===== config.mk =====
export PLATFORM = sky130hd
export DESIGN_NAME = pulse_sched
export DESIGN_NICKNAME = d
export VERILOG_FILES = /design/src/rtl/pulse_sched_pkg.sv /design/src/rtl/pulse_sched_dp.sv /design/src/rtl/pulse_sched_ctrl.sv /design/src/rtl/pulse_sched.sv
export SDC_FILE = /design/constraint.sdc
export NUM_CORES = 2
export LEC_CHECK = 0
export BUFFER_PORTS_ARGS = -buffer_cell sky130_fd_sc_hd__buf_4
export CORE_MARGIN = 1
export CORE_UTILIZATION = 40
export DETAILED_ROUTE_END_ITERATION = 10
export SLEW_MARGIN = 30
export SYNTH_ARGS = -nofsm -noshare
export SYNTH_HDL_FRONTEND = slang
export SYNTH_SLANG_ARGS = --single-unit

===== constraint.sdc =====
create_clock -name clk -period 51.7 [get_ports clk]
set_clock_uncertainty 0.05 [all_clocks]
set_input_delay 12.925 -clock clk [delete_from_list [all_inputs] [get_ports clk]]
set_output_delay 12.925 -clock clk [all_outputs]
set_load 0.01 [all_outputs]

===== src/rtl/pulse_sched_pkg.sv =====
package pulse_sched_pkg;

  typedef enum logic [1:0] {
    ST_IDLE  = 2'd0,
    ST_PLAN  = 2'd1,
    ST_ISSUE = 2'd2
  } schedState_t;

  typedef struct packed {
    logic loadWr;
    logic latchPlan;
    logic applyPulse;
    logic useReset;
  } schedStrobe_t;

endpackage


===== src/rtl/pulse_sched_dp.sv =====
module pulse_sched_dp
  import pulse_sched_pkg::*;
#(
  parameter int ROWS   = 8,
  parameter int COLS   = 8,
  parameter int CNT_W  = 4,
  parameter int RIDX_W = (ROWS > 1) ? $clog2(ROWS) : 1,
  parameter int CIDX_W = (COLS > 1) ? $clog2(COLS) : 1
) (
  input  logic              clk,
  input  logic              rstN,
  input  schedStrobe_t      strb,
  input  logic              loadMap,
  input  logic [RIDX_W-1:0] loadRow,
  input  logic [CIDX_W-1:0] loadCol,
  input  logic [CNT_W-1:0]  loadVal,
  output logic [ROWS-1:0]   rowEn,
  output logic [COLS-1:0]   colEn,
  output logic              mapEmpty
);

  localparam int SUM_W = CNT_W + $clog2(ROWS) + 1;

  logic [ROWS*COLS-1:0][CNT_W-1:0] actMap;
  logic [SUM_W-1:0]  colSum [COLS];
  logic [ROWS-1:0]   nzCol  [COLS];
  logic [SUM_W-1:0]  bestSum;
  logic [CIDX_W-1:0] pivotIdx;
  logic [ROWS-1:0]   rowSel;
  logic [COLS-1:0]   colSel;

  // One storage cell per crossbar position, holding both counts
  for (genvar r = 0; r < ROWS; r++) begin : gRow
    for (genvar c = 0; c < COLS; c++) begin : gCol
      logic [CNT_W-1:0] setQ;
      logic [CNT_W-1:0] rstQ;
      logic             hitLoad;
      logic             hitPulse;

      assign hitLoad  = strb.loadWr && (loadRow == RIDX_W'(r)) && (loadCol == CIDX_W'(c));
      assign hitPulse = strb.applyPulse && rowEn[r] && colEn[c];

      always_ff @(posedge clk or negedge rstN) begin
        if (!rstN) begin
          setQ <= '0;
          rstQ <= '0;
        end else if (hitLoad) begin
          if (loadMap) rstQ <= loadVal;
          else         setQ <= loadVal;
        end else if (hitPulse) begin
          if (strb.useReset) begin
            if (rstQ != '0) rstQ <= rstQ - 1'b1;
          end else begin
            if (setQ != '0) setQ <= setQ - 1'b1;
          end
        end
      end

      assign actMap[r*COLS + c] = strb.useReset ? rstQ : setQ;
    end
  end

  // Column totals and nonzero patterns of the active map
  always_comb begin
    for (int c = 0; c < COLS; c++) begin
      colSum[c] = '0;
      nzCol[c]  = '0;
      for (int r = 0; r < ROWS; r++) begin
        colSum[c]   = colSum[c] + SUM_W'(actMap[r*COLS + c]);
        nzCol[c][r] = (actMap[r*COLS + c] != '0);
      end
    end
  end

  // Pivot search: strict compare keeps the leftmost column on a tie
  always_comb begin
    bestSum  = '0;
    pivotIdx = '0;
    for (int c = 0; c < COLS; c++) begin
      if (colSum[c] > bestSum) begin
        bestSum  = colSum[c];
        pivotIdx = CIDX_W'(c);
      end
    end
    rowSel = nzCol[pivotIdx];
    for (int c = 0; c < COLS; c++) begin
      colSel[c] = (rowSel != '0) && ((rowSel & ~nzCol[c]) == '0);
    end
  end

  assign mapEmpty = (bestSum == '0);

  always_ff @(posedge clk or negedge rstN) begin
    if (!rstN) begin
      rowEn <= '0;
      colEn <= '0;
    end else if (strb.latchPlan) begin
      rowEn <= rowSel;
      colEn <= colSel;
    end
  end

endmodule


===== src/rtl/pulse_sched_ctrl.sv =====
module pulse_sched_ctrl
  import pulse_sched_pkg::*;
#(
  parameter int ITER_W      = 16,
  parameter int STEP_W      = 4,
  parameter int COARSE_STEP = 4,
  parameter int FINE_STEP   = 1
) (
  input  logic              clk,
  input  logic              rstN,
  input  logic              loadEn,
  input  logic              start,
  input  logic              fineMode,
  input  logic              mapEmpty,
  input  logic              pulseReady,
  output schedStrobe_t      strb,
  output logic              pulseValid,
  output logic              pulseReset,
  output logic [STEP_W-1:0] stepSize,
  output logic [ITER_W-1:0] iterCount,
  output logic              done
);

  schedState_t state;
  logic        useResetQ;
  logic        fineQ;

  assign pulseValid = (state == ST_ISSUE);
  assign pulseReset = useResetQ;
  assign stepSize   = fineQ ? STEP_W'(FINE_STEP) : STEP_W'(COARSE_STEP);

  always_comb begin
    strb            = '0;
    strb.loadWr     = loadEn && (state == ST_IDLE);
    strb.latchPlan  = (state == ST_PLAN) && !mapEmpty;
    strb.applyPulse = (state == ST_ISSUE) && pulseReady;
    strb.useReset   = useResetQ;
  end

  always_ff @(posedge clk or negedge rstN) begin
    if (!rstN) begin
      state     <= ST_IDLE;
      useResetQ <= 1'b0;
      fineQ     <= 1'b0;
      iterCount <= '0;
      done      <= 1'b0;
    end else begin
      unique case (state)
        ST_IDLE: begin
          if (start) begin
            state     <= ST_PLAN;
            useResetQ <= 1'b0;
            fineQ     <= fineMode;
            iterCount <= '0;
            done      <= 1'b0;
          end
        end
        ST_PLAN: begin
          if (mapEmpty) begin
            if (!useResetQ) begin
              useResetQ <= 1'b1;
            end else begin
              state <= ST_IDLE;
              done  <= 1'b1;
            end
          end else begin
            state <= ST_ISSUE;
          end
        end
        ST_ISSUE: begin
          if (pulseReady) begin
            state <= ST_PLAN;
            if (iterCount != '1) iterCount <= iterCount + 1'b1;
          end
        end
        default: state <= ST_IDLE;
      endcase
    end
  end

endmodule


===== src/rtl/pulse_sched.sv =====
module pulse_sched
  import pulse_sched_pkg::*;
#(
  parameter int ROWS        = 8,
  parameter int COLS        = 8,
  parameter int CNT_W       = 4,
  parameter int ITER_W      = 16,
  parameter int STEP_W      = 4,
  parameter int COARSE_STEP = 4,
  parameter int FINE_STEP   = 1,
  parameter int RIDX_W      = (ROWS > 1) ? $clog2(ROWS) : 1,
  parameter int CIDX_W      = (COLS > 1) ? $clog2(COLS) : 1
) (
  input  logic              clk,
  input  logic              rstN,
  input  logic              loadEn,
  input  logic              loadMap,
  input  logic [RIDX_W-1:0] loadRow,
  input  logic [CIDX_W-1:0] loadCol,
  input  logic [CNT_W-1:0]  loadVal,
  input  logic              start,
  input  logic              fineMode,
  output logic              pulseValid,
  input  logic              pulseReady,
  output logic [ROWS-1:0]   rowEn,
  output logic [COLS-1:0]   colEn,
  output logic              pulseReset,
  output logic [STEP_W-1:0] stepSize,
  output logic [ITER_W-1:0] iterCount,
  output logic              done
);

  schedStrobe_t strb;
  logic         mapEmpty;

  pulse_sched_ctrl #(
    .ITER_W(ITER_W), .STEP_W(STEP_W),
    .COARSE_STEP(COARSE_STEP), .FINE_STEP(FINE_STEP)
  ) ctrl_i (
    .clk(clk), .rstN(rstN), .loadEn(loadEn), .start(start),
    .fineMode(fineMode), .mapEmpty(mapEmpty), .pulseReady(pulseReady),
    .strb(strb), .pulseValid(pulseValid), .pulseReset(pulseReset),
    .stepSize(stepSize), .iterCount(iterCount), .done(done)
  );

  pulse_sched_dp #(
    .ROWS(ROWS), .COLS(COLS), .CNT_W(CNT_W),
    .RIDX_W(RIDX_W), .CIDX_W(CIDX_W)
  ) dp_i (
    .clk(clk), .rstN(rstN), .strb(strb), .loadMap(loadMap),
    .loadRow(loadRow), .loadCol(loadCol), .loadVal(loadVal),
    .rowEn(rowEn), .colEn(colEn), .mapEmpty(mapEmpty)
  );

endmodule


# Word-level counts from Yosys, hierarchy flattened
# Cells that the tools add are included.
# totals
word_cells	1925
latchBits	0
rom_bits	0
register_bits	549
mem_count	0
ram_bits	0
# op_classes
n_mul	0
eq_ne	215
mux	612
addsub	185
reduce_logical	752
div	0
shifts	0
n_bitwise	17
order_cmp	9
# op_table
op	count
4-bit two-way mux	578
4-bit nonzero test	192
4-bit AND reduction	130
2-bit nonzero test	258
4-bit by 1-bit subtractor with 4-bit output (second input constant)	128
8-bit by 4-bit adder with 8-bit output	48
2-bit != test (second input constant)	129
1-bit logical AND	155
2-bit by 1-bit != test with 1-bit output (second input constant)	68
8-bit two-way mux	10
8-bit logical NOT	9
8-bit AND	8
8-bit inverter	8
8-bit greater-than comparator	7
16-bit two-way mux	3
4-bit by 4-bit adder with 5-bit output	8
16-bit one-hot mux with 2 select lines	1
8-bit binary-select mux with 3-bit select	1
3-bit == test (second input constant)	8
16-bit by 1-bit adder with 16-bit output (second input constant)	1
16-bit != test (second input constant)	1
3-bit two-way mux	5
3-bit by 2-bit == test with 1-bit output (second input constant)	4
2-bit two-way mux	6
16 further kinds	24

# Longest topological paths before layout
# depth
ltp_word	31
depth_mapped	91
mapped_depth_nobuf	79

# By module
# Synthesis repeated with hierarchy kept, for this count alone.
# hier_totals
hier_cells	5662
area_unflattened_um2	46399.5
# by_module_without_submodules
mod	area_each_um2	instances	cells_per_inst
pulse_sched_dp	45147.0	1	5522
pulse_sched_ctrl	1252.5	1	140

# Worst setup path before layout
# Ideal clock, no wire load.
# synth_path
path_type	register to register
start	register ctrl_i.useResetQ (netlist: ctrl_i.pulseReset)
end	register dp_i.colEn[4]
setup_time_ns	0.130
path_stages_with_launch	85
t_required_ns	51.520
n_path_buf	13
slack_ns	33.447
period_less_slack_ns	18.253
arrival_time_ns	18.073
cell_sequence	dfrtp_1 -> clkbuf_1 -> buf_2 -> buf_2 -> clkbuf_1 -> nand2_1 -> o21ai_0 -> ha_1 -> inv_1 -> fa_1 -> xnor2_1 -> fa_1 -> inv_1 -> fa_1 -> inv_1 -> fa_1 -> inv_1 -> fa_1 -> [... 49 more ...] -> clkbuf_1 -> clkbuf_1 -> o31ai_1 -> ha_1 -> nand3_1 -> o21bai_1 -> a21o_1 -> a21oi_1 -> a31o_2 -> buf_2 -> nor3_2 -> a221oi_1 -> or4_1 -> buf_2 -> nor4_1 -> and3_1 -> buf_4 -> o31ai_1
# synth_between
elab_chain_cells	31
elab_cells_between_ends	219
cone_classes	add/sub (56); order compare (8); mux (82); bitwise (3); reduce/logical (70)
# synth_rtl
item	line	rtl
from (decl)	pulse_sched_ctrl.sv:25	logic useResetQ;
from (signal assigned)	pulse_sched_ctrl.sv:43	useResetQ <= 1'b0;
from (signal assigned)	pulse_sched_ctrl.sv:52	useResetQ <= 1'b0;
from (signal assigned)	pulse_sched_ctrl.sv:61	useResetQ <= 1'b1;
4-bit two-way mux	pulse_sched_dp.sv:59	assign actMap[r*COLS + c] = strb.useReset ? rstQ : setQ;
4-bit by 4-bit adder with 5-bit output	pulse_sched_dp.sv:69	colSum[c] = colSum[c] + SUM_W'(actMap[r*COLS + c]);
8-bit by 4-bit adder with 8-bit output (6 in a row)	pulse_sched_dp.sv:69	
8-bit by 1-bit greater-than comparator with 1-bit output	pulse_sched_dp.sv:80	if (colSum[c] > bestSum) begin
8-bit two-way mux	pulse_sched_dp.sv:80	
8-bit greater-than comparator	pulse_sched_dp.sv:80	
8-bit two-way mux	pulse_sched_dp.sv:80	
8-bit greater-than comparator	pulse_sched_dp.sv:80	
[... 9 more ...]	-	
8-bit greater-than comparator	pulse_sched_dp.sv:80	
3-bit two-way mux	pulse_sched_dp.sv:80	
3-bit inverter with 4-bit output (implied by the code)	pulse_sched_dp.sv:85	rowSel = nzCol[pivotIdx];
8-bit binary-select mux with 3-bit select	pulse_sched_dp.sv:85	
8-bit two-way mux (implied by the code) (2 in a row)	pulse_sched_dp.sv:85	
8-bit AND	pulse_sched_dp.sv:87	colSel[c] = (rowSel != '0) && ((rowSel & ~nzCol[c]) == '0);
8-bit logical NOT	pulse_sched_dp.sv:87	
1-bit logical AND	pulse_sched_dp.sv:87	
to (signal assigned)	pulse_sched_dp.sv:99	colEn <= colSel;
to (decl)	pulse_sched_dp.sv:18	output logic [COLS-1:0] colEn,
# Several ways; a longest one is shown, not always the timed one. The select of a mux whose other input is x is not followed.
# A chain may end at the register's enable or synchronous reset.

# Worst setup path after layout
# Ends and elaborated chain as after synthesis.

==> flow_summary.toml <==
[outcome]
status = "complete, no violations"

[logic_synthesis]
synthesis.instances = 5721
synth-edff-count = 0
post_synth.cell_area_avg_um2 = 8.18
yosysSeqAreaShare_pct = 29.4
synthFlopType = "sky130_fd_sc_hd__dfrtp_1"
synth_top_cells_by_area = "sky130_fd_sc_hd__dfrtp_1, sky130_fd_sc_hd__ha_1, sky130_fd_sc_hd__a21oi_1"
synth.lib_cells_used.distinct = 83
flip_flop_and_latch_count_after_synthesis = 549
synthArstFlopShare_pct = 100
yosys_warnings = 0
yosysTopAreaCell = "sky130_fd_sc_hd__dfrtp_1"
synth_top_area_share_pct = 29.4
netlist_area_before_placement_mm2 = 0.0468

[finish]
seq_area_mm2 = 0.0137
filler_cell_count_in_the_final_layout = 11500
areaGrowthSynthToFinish_pct = 9.75
final_common_cell = "sky130_fd_sc_hd__a21oi_1"
layout-drive-gt1-share_pct = 8.79
mostFrequentLayoutCells = "sky130_fd_sc_hd__a21oi_1, sky130_fd_sc_hd__o21ai_0, sky130_fd_sc_hd__dfrtp_1, sky130_fd_sc_hd__inv_1, sky130_fd_sc_hd__nand2_1"
multi_input_area_mm2 = 0.0307
non_filler_cells_in_the_finished_layout = 7249
layout.nets = 6269

[cts]
number_of_resized_instances_in_the_post_cts_repair_step = 0
cts-root-buf = "sky130_fd_sc_hd__clkbuf_16"
cts-root-to-sink-buffers = 3
cts_tree = "done"
cts_htree_levels = 3
cts.sinks = 549
postCtsSetupRepairBufs = 0
cts_buffers = 72
hold_buffers = 0
clk_pin_slew_worst_paths_ps = 60
clkLatencyLatePin_ps = 660

[setup_path]
cp_slowest_cell = "sky130_fd_sc_hd__dfrtp_4"
worstPathRequired_ps = 52140
setup.worst_path.end_class = "flop"
timing.critical_path.from_type = "flop"
timing.critical_path.arrival_ps = 23440
critPathMostFrequentCell = "sky130_fd_sc_hd__ha_1"
path_max_fanout = 147
reg2reg_path_depth = 73
critical_path_class = "reg2reg"
critical_path.max_stage_delay_ps = 970

[routing]
length_of_the_first_detailed_routing_pass_in_iterations = 8
final_antenna_net_count = 0
routed-via-count = 42600
routed_wl_um = 156000
viasPerCell = 5.87
wl_per_cell_um = 21.5
post_detailed_route_drc_marker_count = 0
drt_iter0_drc = 3876

[die]
die_width_um = 344
start_util_pct = 40.3
core_region_area_mm2 = 0.116
placement_rows = 125
die_y_um = 344
die-area_mm2 = 0.118
pin_count = 56

[placement]
place_ws_ps = 28960
dp.cells = 7118
hpwl_um = 110000
gp_congestion = 0.947
placement.io_buffers = 53

[global_routing]
number_of_antenna_violations_at_the_first_check_in_global_routing = 6
grt_remaining_overflow = 0
grt_first_pass_wirelength_um = 240000
grt_max_degree = 148
grt.total_usage_pct = 26.0
vias_in_the_first_global_route = 40300

[min_path]
hold_path_depth = 2
min-delay-path-class = "reg2reg"

[flow_run]
max-cap-violations = 0

[sta]
maxSlewHeadroom_pct = 27.3
clock.fmax_mhz = 43.5
timing.final.setup_violations = 0
fin_tns_setup_ps = 0
worst_slack_ps = 28700
layout_worst_path_cycle_share_pct = 44.5
finalWorstPathRequiredPeriod_ps = 23000
drv_slew = 0
tightest_slew_ps = 1080
final-hold-violation-count = 0
unrepaired_setup_endpoints_after_global_routing = "false"
cells in the mapped netlist (11+ instances only):
cell and n:
sky130_fd_sc_hd__a211oi_1 72, sky130_fd_sc_hd__a21o_1 88, sky130_fd_sc_hd__a21oi_1 732, sky130_fd_sc_hd__a221oi_1 15, sky130_fd_sc_hd__a31o_2 38, sky130_fd_sc_hd__a31oi_1 87
sky130_fd_sc_hd__and2_1 20, sky130_fd_sc_hd__and3_1 14, sky130_fd_sc_hd__and4_1 11, sky130_fd_sc_hd__buf_1 20, sky130_fd_sc_hd__buf_2 24, sky130_fd_sc_hd__clkbuf_1 179
sky130_fd_sc_hd__dfrtp_1 549, sky130_fd_sc_hd__fa_1 152, sky130_fd_sc_hd__ha_1 432, sky130_fd_sc_hd__inv_1 493, sky130_fd_sc_hd__mux2_2 54, sky130_fd_sc_hd__mux2i_1 134
sky130_fd_sc_hd__nand2_1 455, sky130_fd_sc_hd__nand2b_1 97, sky130_fd_sc_hd__nand3_1 281, sky130_fd_sc_hd__nand4_1 26, sky130_fd_sc_hd__nor2_1 441, sky130_fd_sc_hd__nor2b_1 19
sky130_fd_sc_hd__nor3_1 188, sky130_fd_sc_hd__nor3b_1 70, sky130_fd_sc_hd__o211ai_1 19, sky130_fd_sc_hd__o21a_1 15, sky130_fd_sc_hd__o21ai_0 549, sky130_fd_sc_hd__o21ba_2 11
sky130_fd_sc_hd__o22a_1 38, sky130_fd_sc_hd__o31ai_1 12, sky130_fd_sc_hd__o32ai_1 66, sky130_fd_sc_hd__or2_2 112, sky130_fd_sc_hd__or4_1 19, sky130_fd_sc_hd__xnor2_1 34
sky130_fd_sc_hd__xor2_1 21
state kept, by name, summed over array words and instances, names as in the netlist:
signal and cells:
ctrl_i.done 1, ctrl_i.fineQ 1, ctrl_i.iterCount 16, ctrl_i.pulseReset 1, ctrl_i.state 2, dp_i.colEn 8
dp_i.gRow.gCol.rstQ 256, dp_i.gRow.gCol.setQ 256, dp_i.rowEn 8
through the flow:
step | cell area (um^2) | hold slack [ps] | util, %
global placement | 48600 | 428 | 41.9
global route | 51300 | 475 | 44.2
floorplan | 46800 | 446 | -
CTS | 51000 | 451 | 44.0
detailed placement | 48700 | 438 | 41.9
finish | 51300 | 446 | 44.2
final cells by class:
class | instances | share of cell area, %
inverter | 493 | 3.60
sequential | 549 | 26.8
tap | 1524 | 3.71
clock buffer | 107 | 4.13
clock inverter | 21 | 0.504
antenna | 3 | 0.0146
multi-input combinational | 4453 | 59.7
timing repair buffer | 99 | 1.55
critical path, delay by kind of cell, from the launching register on:
family | cells | cell delay, ps
flip-flops | 1 | 970
multiplexers | 1 | 450
AO/OA/AOI/OAI | 25 | 7800
buffers and inverters | 9 | 1690
AND/OR/NAND/NOR | 23 | 6100
adder cells (fa/ha/maj) | 14 | 5470
XOR/XNOR | 1 | 170
routing by layer:
layer / wire (um) / part of all wire [%] / global-route usage (%)
met5: 23 / 0.015 / 0
met4: 4930 / 3.2 / 8.44
met3: 12000 / 7.7 / 4.32
met2: 68900 / 44 / 40.6
met1: 69700 / 45 / 36.6
final timing paths:
path / start / endpoint / slack (ps)
max: ctrl_i.pulseReset / dp_i.colEn[4] / 28700
min: ctrl_i.done / ctrl_i.done / 450
max reg2reg: ctrl_i.pulseReset / dp_i.colEn[4] / 28700
min reg2reg: ctrl_i.done / ctrl_i.done / 450
max in group asynchronous: rstN / dp_i.gRow[2].gCol[4].setQ[0] / 37170
min in group asynchronous: rstN / dp_i.gRow[5].gCol[7].setQ[0] / 12280
cells by family after synthesis:
group                    count (synthesis)  share of synthesized area [%]
AO/OA/AOI/OAI                         1824                           23.0
XOR/XNOR                                55                           1.03
adder cells (fa/ha/maj)                584                           18.1
buffers and inverters                  720                           5.87
flip-flops                             549                           29.4
multiplexers                           196                           4.36
other                                    1                        0.00802
AND/OR/NAND/NOR                       1792                           18.4
Power is not shown: default switching activity piles up to over one toggle a cycle in this logic, so the estimate is an artifact.
